==> src/rtl/mct_pkg.sv <==
package mct_pkg;

    // Register byte offsets
    localparam int unsigned OFS_STAT = 32'h000;
    localparam int unsigned OFS_CTL  = 32'h004;
    localparam int unsigned OFS_CNT  = 32'h008;
    localparam int unsigned OFS_PRE  = 32'h00C;
    localparam int unsigned OFS_ACT  = 32'h014;
    localparam int unsigned OFS_CMP  = 32'h018;
    localparam int unsigned OFS_MODE = 32'h070;

    // Encoding is {hold, enable} so the control register reads the state
    typedef enum logic [1:0] {
        ST_IDLE      = 2'b00,
        ST_RUN       = 2'b01,
        ST_HOLD_IDLE = 2'b10,
        ST_HOLD_RUN  = 2'b11
    } tmr_state_e;

    // Match actions: bit 0 pending, bit 1 count reset, bit 2 halt
    typedef struct packed {
        logic halt;
        logic reload;
        logic pend;
    } match_act_t;

endpackage

==> src/rtl/mct_ctrl_fsm.sv <==
module mct_ctrl_fsm
    import mct_pkg::*;
(
    input  logic       clk_i,
    input  logic       rst_ni,
    input  logic       ctl_we_i,
    input  logic [1:0] ctl_wdata_i,
    input  logic       stop_req_i,
    output tmr_state_e state_o,
    output logic       run_o,
    output logic       hold_o
);

    tmr_state_e state_q, state_d;

    always_comb begin
        state_d = state_q;
        unique case (state_q)
            ST_IDLE:      state_d = ST_IDLE;
            ST_RUN:       if (stop_req_i) state_d = ST_IDLE;
            ST_HOLD_IDLE: state_d = ST_HOLD_IDLE;
            ST_HOLD_RUN:  state_d = ST_HOLD_RUN;
            default:      state_d = ST_IDLE;
        endcase
        // A software write to control takes precedence over a halt
        if (ctl_we_i) state_d = tmr_state_e'(ctl_wdata_i);
    end

    always_ff @(posedge clk_i or negedge rst_ni) begin
        if (!rst_ni) state_q <= ST_IDLE;
        else         state_q <= state_d;
    end

    always_comb begin
        run_o  = 1'b0;
        hold_o = 1'b0;
        unique case (state_q)
            ST_IDLE:      ;
            ST_RUN:       run_o  = 1'b1;
            ST_HOLD_IDLE: hold_o = 1'b1;
            ST_HOLD_RUN:  hold_o = 1'b1;
            default:      ;
        endcase
    end

    assign state_o = state_q;

endmodule

==> src/rtl/mct_prescaler.sv <==
module mct_prescaler #(
    parameter int DATA_W = 32
) (
    input  logic              clk_i,
    input  logic              rst_ni,
    input  logic              run_i,
    input  logic              hold_i,
    input  logic [DATA_W-1:0] limit_i,
    output logic              tick_o
);

    logic [DATA_W-1:0] pc_q;
    logic              wrap;

    assign wrap   = (pc_q == limit_i);
    assign tick_o = run_i && wrap;

    always_ff @(posedge clk_i or negedge rst_ni) begin
        if (!rst_ni)     pc_q <= '0;
        else if (hold_i) pc_q <= '0;
        else if (run_i)  pc_q <= wrap ? '0 : pc_q + 1'b1;
    end

endmodule

==> src/rtl/mct_count_match.sv <==
module mct_count_match
    import mct_pkg::*;
#(
    parameter int DATA_W = 32,
    parameter int CNT_W  = 32
) (
    input  logic              clk_i,
    input  logic              rst_ni,
    input  logic              tick_i,
    input  logic              hold_i,
    input  logic [DATA_W-1:0] cmp_i,
    input  match_act_t        act_i,
    output logic [CNT_W-1:0]  tc_o,
    output logic              match_o
);

    logic [CNT_W-1:0]  tc_q;
    logic [DATA_W-1:0] tc_ext;

    assign tc_ext  = DATA_W'(tc_q);
    assign match_o = tick_i && (tc_ext == cmp_i);

    always_ff @(posedge clk_i or negedge rst_ni) begin
        if (!rst_ni)                      tc_q <= '0;
        else if (hold_i)                  tc_q <= '0;
        else if (tick_i) begin
            if (match_o && act_i.reload)  tc_q <= '0;
            else if (match_o && act_i.halt) tc_q <= tc_q;
            else                          tc_q <= tc_q + 1'b1;
        end
    end

    assign tc_o = tc_q;

endmodule

==> src/rtl/mct_timer.sv <==
module mct_timer
    import mct_pkg::*;
#(
    parameter int DATA_W = 32,
    parameter int ADDR_W = 12,
    parameter int CNT_W  = 32
) (
    input  logic              clk_i,
    input  logic              rst_ni,
    input  logic [ADDR_W-1:0] addr_i,
    input  logic              we_i,
    input  logic [DATA_W-1:0] wdata_i,
    output logic [DATA_W-1:0] rdata_o,
    output logic              irq_o
);

    localparam int ACT_W = $bits(match_act_t);

    logic sel_stat, sel_ctl, sel_cnt, sel_pre, sel_act, sel_cmp, sel_mode;
    assign sel_stat = (addr_i == ADDR_W'(OFS_STAT));
    assign sel_ctl  = (addr_i == ADDR_W'(OFS_CTL));
    assign sel_cnt  = (addr_i == ADDR_W'(OFS_CNT));
    assign sel_pre  = (addr_i == ADDR_W'(OFS_PRE));
    assign sel_act  = (addr_i == ADDR_W'(OFS_ACT));
    assign sel_cmp  = (addr_i == ADDR_W'(OFS_CMP));
    assign sel_mode = (addr_i == ADDR_W'(OFS_MODE));

    logic [DATA_W-1:0] pre_q, cmp_q;
    match_act_t        mcr_q;
    logic              flag_q;

    tmr_state_e        state_w;
    logic              run_w, hold_w, tick_w, match_evt_w;
    logic [CNT_W-1:0]  tc_w;

    mct_ctrl_fsm u_fsm (
        .clk_i       (clk_i),
        .rst_ni      (rst_ni),
        .ctl_we_i    (we_i && sel_ctl),
        .ctl_wdata_i (wdata_i[1:0]),
        .stop_req_i  (match_evt_w && mcr_q.halt),
        .state_o     (state_w),
        .run_o       (run_w),
        .hold_o      (hold_w)
    );

    mct_prescaler #(.DATA_W(DATA_W)) u_pre (
        .clk_i   (clk_i),
        .rst_ni  (rst_ni),
        .run_i   (run_w),
        .hold_i  (hold_w),
        .limit_i (pre_q),
        .tick_o  (tick_w)
    );

    mct_count_match #(.DATA_W(DATA_W), .CNT_W(CNT_W)) u_cnt (
        .clk_i   (clk_i),
        .rst_ni  (rst_ni),
        .tick_i  (tick_w),
        .hold_i  (hold_w),
        .cmp_i   (cmp_q),
        .act_i   (mcr_q),
        .tc_o    (tc_w),
        .match_o (match_evt_w)
    );

    always_ff @(posedge clk_i or negedge rst_ni) begin
        if (!rst_ni) begin
            pre_q <= '0;
            cmp_q <= '0;
            mcr_q <= '0;
        end else if (we_i) begin
            if (sel_pre) pre_q <= wdata_i;
            if (sel_cmp) cmp_q <= wdata_i;
            if (sel_act) mcr_q <= match_act_t'(wdata_i[ACT_W-1:0]);
        end
    end

    // Set from a hit wins over a write-one clear in the same cycle
    always_ff @(posedge clk_i or negedge rst_ni) begin
        if (!rst_ni)                              flag_q <= 1'b0;
        else if (match_evt_w && mcr_q.pend)       flag_q <= 1'b1;
        else if (we_i && sel_stat && wdata_i[0])  flag_q <= 1'b0;
    end

    always_comb begin
        rdata_o = '0;
        if (sel_stat)      rdata_o = DATA_W'(flag_q);
        else if (sel_ctl)  rdata_o = DATA_W'(state_w);
        else if (sel_cnt)  rdata_o = DATA_W'(tc_w);
        else if (sel_pre)  rdata_o = pre_q;
        else if (sel_act)  rdata_o = DATA_W'(mcr_q);
        else if (sel_cmp)  rdata_o = cmp_q;
        else if (sel_mode) rdata_o = '0;
    end

    assign irq_o = flag_q;

endmodule

==> config.mk <==
export PLATFORM = sky130hd
export DESIGN_NAME = mct_timer
export DESIGN_NICKNAME = d
export VERILOG_FILES = /design/src/rtl/mct_pkg.sv /design/src/rtl/mct_ctrl_fsm.sv /design/src/rtl/mct_prescaler.sv /design/src/rtl/mct_count_match.sv /design/src/rtl/mct_timer.sv
export SDC_FILE = /design/constraint.sdc
export NUM_CORES = 1
export LEC_CHECK = 0
export BUFFER_PORTS_ARGS = -buffer_cell sky130_fd_sc_hd__buf_2
export CAP_MARGIN = 20
export CORE_ASPECT_RATIO = 0.7
export CORE_MARGIN = 3
export CORE_UTILIZATION = 55
export DETAILED_ROUTE_END_ITERATION = 12
export HOLD_SLACK_MARGIN = 0.03
export PLACE_DENSITY_LB_ADDON = 0.25
export SKIP_LAST_GASP = 1
export SLEW_MARGIN = 20
export SYNTH_ARGS = -nofsm -noshare
export SYNTH_HDL_FRONTEND = slang
export SYNTH_SLANG_ARGS = --single-unit
==> constraint.sdc <==
create_clock -name clk_i -period 6.4 [get_ports clk_i]
set_input_delay 1.28 -clock clk_i [delete_from_list [all_inputs] [get_ports clk_i]]
set_output_delay 1.28 -clock clk_i [all_outputs]
set_load 0.005 [all_outputs]
==> results_dict.tcl, run 1 <==
set metrics [dict create \
    status "finished clean" \
    power_leakage_nw 4.55 \
    reg2reg_from "u_cnt.tc_o[19]" \
    period_share_pct 69.7 \
    setup-violations-final 0 \
    clockPowerShare_pct 53.9 \
    post-cts-setup-buffer-count 0 \
    synth_nets 889 \
    io_pins 80 \
    arrival_ps 3180 \
    grt_pass1_wl_um 37300 \
    viasPerCell 6.55 \
    cts.sinks 134 \
    internal_power_mw 1.59 \
    period_needed_ps 4460 \
    critPathBufInv 2 \
    fin_skew_ps 10.8 \
    area_growth_pct 13.8 \
    crit_required_ps 5120 \
    root_buffer "clkbuf_16" \
    dpl_cell_area_um2 8470 \
    vias 7093 \
    ant_nets 0 \
    crit_end "rdata_o[31]" \
    grt_max_degree 86 \
    cts_resized 0 \
    gp_congestion 0.925 \
    cp_slowest_cell "nor2b_4" \
    die_w_um 151 \
    insertion_delay_ps 430 \
    drive_gt1_share_pct 22.6 \
    reg2reg_to "u_cnt.tc_o[10]" \
    drtPass1Iterations 6 \
    clkTransAtPathRegs_ps 60 \
    vdd_ir_drop_max_mv 0.192 \
    post_drt_wl_per_cell_um 21.7 \
    tns_ps 0 \
    antenna_found_initial 0 \
    rsz0062_at_grt "no" \
    syn_area_um2 8040 \
    h-tree-depth 4 \
    rows 36 \
    slew_viol_final 0 \
    dp_cells 1051 \
    coreArea_um2 14100 \
    cts_hold_buf 0 \
    max_stage_delay_ps 770 \
    hold_class "reg -> reg" \
    synth_area_leaders "dfrtp_1, mux2_2, xor2_1, mux2i_1, nor2_1" \
    critPathLaunch "addr_i[2]" \
    cts_buffer_depth 2 \
    criticalPathCategory "in -> out" \
    hpwl_um 16600 \
    crit_family "simple AND/OR/NAND/NOR gates" \
    wl_um 23600 \
    synth_edf_count 0 \
    cts_made_buffers 17 \
    clock.fmax_mhz 224 \
    netSwitchingFraction_pct 22.1 \
    crit_cells 5 \
    diodes 0 \
    reg2reg_slack_ps 2740 \
    p_per_area_nw_per_um2 222 \
    drc_errors 0 \
    power_frac_seq_pct 41.9 \
    grt_usage_pct 30.0 \
    combPwrFrac_pct 4.1 \
    async_reset_ff_share_pct 100 \
    dominantRegCellSynth "dfrtp_1" \
    layout.cells.non_filler 1083 \
    syn_area_per_cell_um2 9.57 \
    reg2reg_depth 7 \
    cap_viol_max_count 0 \
    cp-end-kind "primary output" \
    ys_seq_elements 134 \
    cts_tree "built" \
    relSlewSlack_pct 24.8 \
    synth_top_area_share_pct 41.7 \
    crit_path_start_kind "primary input" \
    whs_ps 527 \
    fin_area_um2 9150 \
    cp_cell_sequence "buf_2 -> nor2b_4 -> a21oi_1 -> nor2_1 -> buf_2" \
    dieHeight_um 107 \
    yosys_warnings 0 \
    die_area_um2 16100 \
    cp_max_fo 38 \
    drt_iter0_markers 852 \
    finalHoldViolations 0 \
    yosysUniqueCellTypes 49 \
    grt_pass1_vias 6718 \
    yosysTopAreaCell "dfrtp_1" \
    portBuffers 79 \
    initial_core_util_pct 57.0 \
    layout.nets 930 \
    worst_pin_slew_ps 1120 \
    switchingPower_mw 0.450 \
    synth_cells 840 \
    crit_top_cell "buf_2" \
    ys_seq_area_share_pct 41.7 \
    gr-total-overflow 0 \
]
-- cell usage after synthesis (all sizes together), types with 2 or more instances --
library cell,count
a221o,12
buf,23
nand2b,3
clkbuf,42
nor3,31
nor2,79
a22o,7
a211o,9
ha,2
xnor2,5
a41oi,2
and2,8
or4,3
or3,5
o221ai,3
mux2,70
or2,2
xor2,64
a31oi,13
dfrtp,134
inv,19
nor4,29
a211oi,4
nand4,20
and3,12
mux2i,50
nor2b,2
and4,6
a21oi,52
o22ai,2
o31a,3
o31ai,4
a21o,5
nand2,51
nand3,34
o21ai,21
-- kinds of logic (layout without fill, tap and decap cells) --
group           Yosys count  in the layout  synth area share, %
buf+inv                  84            137                 4.47
xor+xnor                 69             69                 7.52
fa+ha+maj                 2              2                0.311
mux                     120            120                 16.0
simple gates            288            288                 18.2
compound gates          143            143                 11.8
flops                   134            134                 41.7
-- cells in the final DEF (no fill, tap or decap), types with 17 or more instances in the layout --
cell type  count
dfrtp_1      134
nor2_1        79
buf_2         78
mux2_2        70
xor2_1        64
a21oi_1       51
nand2_1       51
mux2i_1       50
nand3_1       34
nor3_1        29
nor4_1        24
o21ai_0       21
nand4_1       20
inv_1         19
clkbuf_16     17
-- flip-flops by register name, indices dropped and copies added, names as in the netlist --
signal and cells:
pre_q 32, u_cnt.tc_o 32, u_fsm.state_o 2, irq_o 1, u_pre.pc_q 32, mcr_q 3, cmp_q 32
-- layer usage --
layer  GRT usage [%]  vias up  routed length (um)
li1                -     3119                   -
met1            45.2     3564               10800
met4            8.42        0                 343
met3            5.53       35                2050
met2            44.2      375               10400
met5               0        -                   0
-- how the worst min path moves through the flow --
stage	start	to	slack, ps	depth (start not counted)
after CTS	u_pre.pc_q[31]	u_pre.pc_q[31]	520	1
after detailed placement	u_pre.pc_q[31]	u_pre.pc_q[31]	520	1
after global placement	u_pre.pc_q[29]	u_pre.pc_q[29]	500	1
after floorplan	u_pre.pc_q[31]	u_pre.pc_q[31]	470	1
final	u_pre.pc_q[30]	u_pre.pc_q[30]	530	1
after global routing	u_pre.pc_q[29]	u_pre.pc_q[29]	540	1
-- power groups by stage --
stage | sequential [mW] | clock, mW | combinational [mW]
CTS | 0.854 | 1.10 | 0.0832
global route | 0.854 | 1.13 | 0.0907
finish | 0.854 | 1.10 | 0.0842
floorplan | 0.868 | 0 | 0.0329
detailed placement | 0.869 | 0 | 0.0819
global placement | 0.869 | 0 | 0.0794
-- through the flow --
step                setup WS, ps  power [mW]  util [%]
finish                      1940        2.04      64.9
global route                1780        2.08      64.9
CTS                         1970        2.04      64.7
detailed placement          2000       0.951      60.1
global placement            1710       0.948      60.1
floorplan                   2540       0.901         -
-- area by class of cell --
cell class	count	area (um2)
Fill cell	1069	4950
Inverter	19	71.3
Timing Repair Buffer	87	482
Clock inverter	12	199
Clock buffer	19	453
Multi-Input combinational cell	622	4360
Sequential cell	134	3350
Tap cell	190	238
Power figures use the tool's default switching activity.
==> inputs of run 2 (changes only) <==
CORE_UTILIZATION = 54   (was 55)
clock period = 3.9 ns   (was 6.4 ns; I/O delays follow)
==> results_dict.tcl, run 2 (synthesis results as in run 1) <==
set metrics [dict create \
    ant_nets 0 \
    post_drt_wl_per_cell_um 21.7 \
    crit_path_start_kind "primary input" \
    crit_top_cell "buf_2" \
    cts.sinks 134 \
    p_per_area_nw_per_um2 341 \
    grt_pass1_vias 6762 \
    clock.fmax_mhz 295 \
    cap_viol_max_count 0 \
    critPathBufInv 2 \
    clkTransAtPathRegs_ps 60 \
    viasPerCell 6.46 \
    grt_usage_pct 29.1 \
    antenna_found_initial 0 \
    die_area_um2 16400 \
    rsz0062_at_grt "no" \
    gp_congestion 0.946 \
    portBuffers 79 \
    period_share_pct 86.9 \
    io_pins 80 \
    setup-violations-final 0 \
    cts_hold_buf 0 \
    cts_made_buffers 17 \
    cts_tree "built" \
    cts_buffer_depth 2 \
    crit_required_ps 3120 \
    vdd_ir_drop_max_mv 0.264 \
    coreArea_um2 14200 \
    status "finished clean" \
    insertion_delay_ps 420 \
    power_leakage_nw 4.55 \
    cp-end-kind "primary output" \
    grt_max_degree 79 \
    cts_resized 0 \
    area_growth_pct 13.4 \
    fin_skew_ps 11.2 \
    root_buffer "clkbuf_16" \
    cp_slowest_cell "nor3b_1" \
    tns_ps 0 \
    hpwl_um 16900 \
    slew_viol_final 0 \
    cp_max_fo 5 \
    worst_pin_slew_ps 802 \
    grt_pass1_wl_um 37800 \
    hold_class "in -> async" \
    fin_util_pct 64.1 \
    relSlewSlack_pct 46.4 \
    dieHeight_um 108 \
    gr-total-overflow 0 \
    drtPass1Iterations 5 \
    most-common-layout-cells "dfrtp_1, nor2_1, buf_2" \
    die_w_um 152 \
    initial_core_util_pct 56.5 \
    finalHoldViolations 0 \
    wl_um 23700 \
    h-tree-depth 4 \
    layout.nets 941 \
    criticalPathCategory "in -> out" \
    drive_gt1_share_pct 23.2 \
    drc_errors 0 \
    post-cts-setup-buffer-count 0 \
    drt_iter0_markers 829 \
    crit_family "simple AND/OR/NAND/NOR gates" \
    period_needed_ps 3390 \
    diodes 0 \
    rows 36 \
    max_stage_delay_ps 690 \
    mostFrequentLayoutCell "dfrtp_1" \
    vias 7072 \
    arrival_ps 2610 \
    cp_cell_sequence "buf_2 -> nor4_1 -> nand3_1 -> nor3b_1 -> and3_1 -> a31oi_1 -> o21ai_0 -> buf_2" \
]
[run 2: cell types whose count changed in the layout (fill, tap and decap cells not counted)]
| cell | previous run | this run |
|---|---|---|
| nor2b_2 | 0 | 1 |
| clkbuf_8 | 2 | 1 |
| clkbuf_1 | 0 | 4 |
| buf_4 | 7 | 19 |
| buf_16 | 1 | 0 |
| clkinvlp_4 | 1 | 2 |
| clkinv_4 | 1 | 0 |
| nor2b_4 | 1 | 0 |
| clkinv_2 | 3 | 6 |
| bufinv_16 | 5 | 2 |
| inv_6 | 2 | 0 |
[run 2: path summary, 6_finish.rpt]
kind / from / to / slack [ps] / cells past startpoint
max reg2reg: u_pre.pc_q[12] / u_cnt.tc_o[30] / 560 / 7
min in group clk_i: u_pre.pc_q[29] / u_pre.pc_q[29] / 520 / 1
max in group asynchronous: rst_ni / pre_q[14] / 2560 / 2
max: addr_i[9] / rdata_o[1] / 510 / 8
min reg2reg: u_pre.pc_q[29] / u_pre.pc_q[29] / 520 / 1
min: rst_ni / cmp_q[7] / 400 / 1
[run 2: area by class of cell]
type / count / area, um2
sequential: 134 / 3350
multi-input combinational: 622 / 4350
timing repair buffer: 98 / 544
clock inverter: 10 / 105
fill: 1183 / 5120
inverter: 19 / 71.3
tap: 190 / 238
clock buffer: 22 / 454
[run 2: worst reg2reg max path, cell delays in order, from the launching register on]
cell and delay, ps:
dfrtp_1 450, xor2_1 200, nor4_1 530, nand4_1 310
or3_1 730, buf_4 340, or4_1 520, a31oi_1 170
[run 2: per-layer routing]
metal / up-vias / part of all wire, % / global-route usage, %
li1: 3135 / - / -
met1: 3503 / 45 / 42.5
met2: 397 / 43 / 42.8
met3: 37 / 10 / 8.88
met4: 0 / 1.5 / 6.29
met5: - / 0 / 0
[run 2: power breakdown]
part           switching [mW]  internal, mW
clock                   0.613         0.951
sequential            0.00700          1.40
combinational          0.0971        0.0432
total                   0.717          2.39
[run 2: per-stage QoR]
stage          area [um2]  hold slack (ps)  total power, mW  setup WS, ps  instances
3_5_place_dp         8560              507             1.57           551       1063
4_1_cts              9120              439             3.11           537       1095
6_report             9120              399             3.11           513       1095
2_1_floorplan        8040              469             1.48          1040        840
3_3_place_gp         8560              493             1.56           584       1063
5_1_grt              9120              448             3.18           286       1095
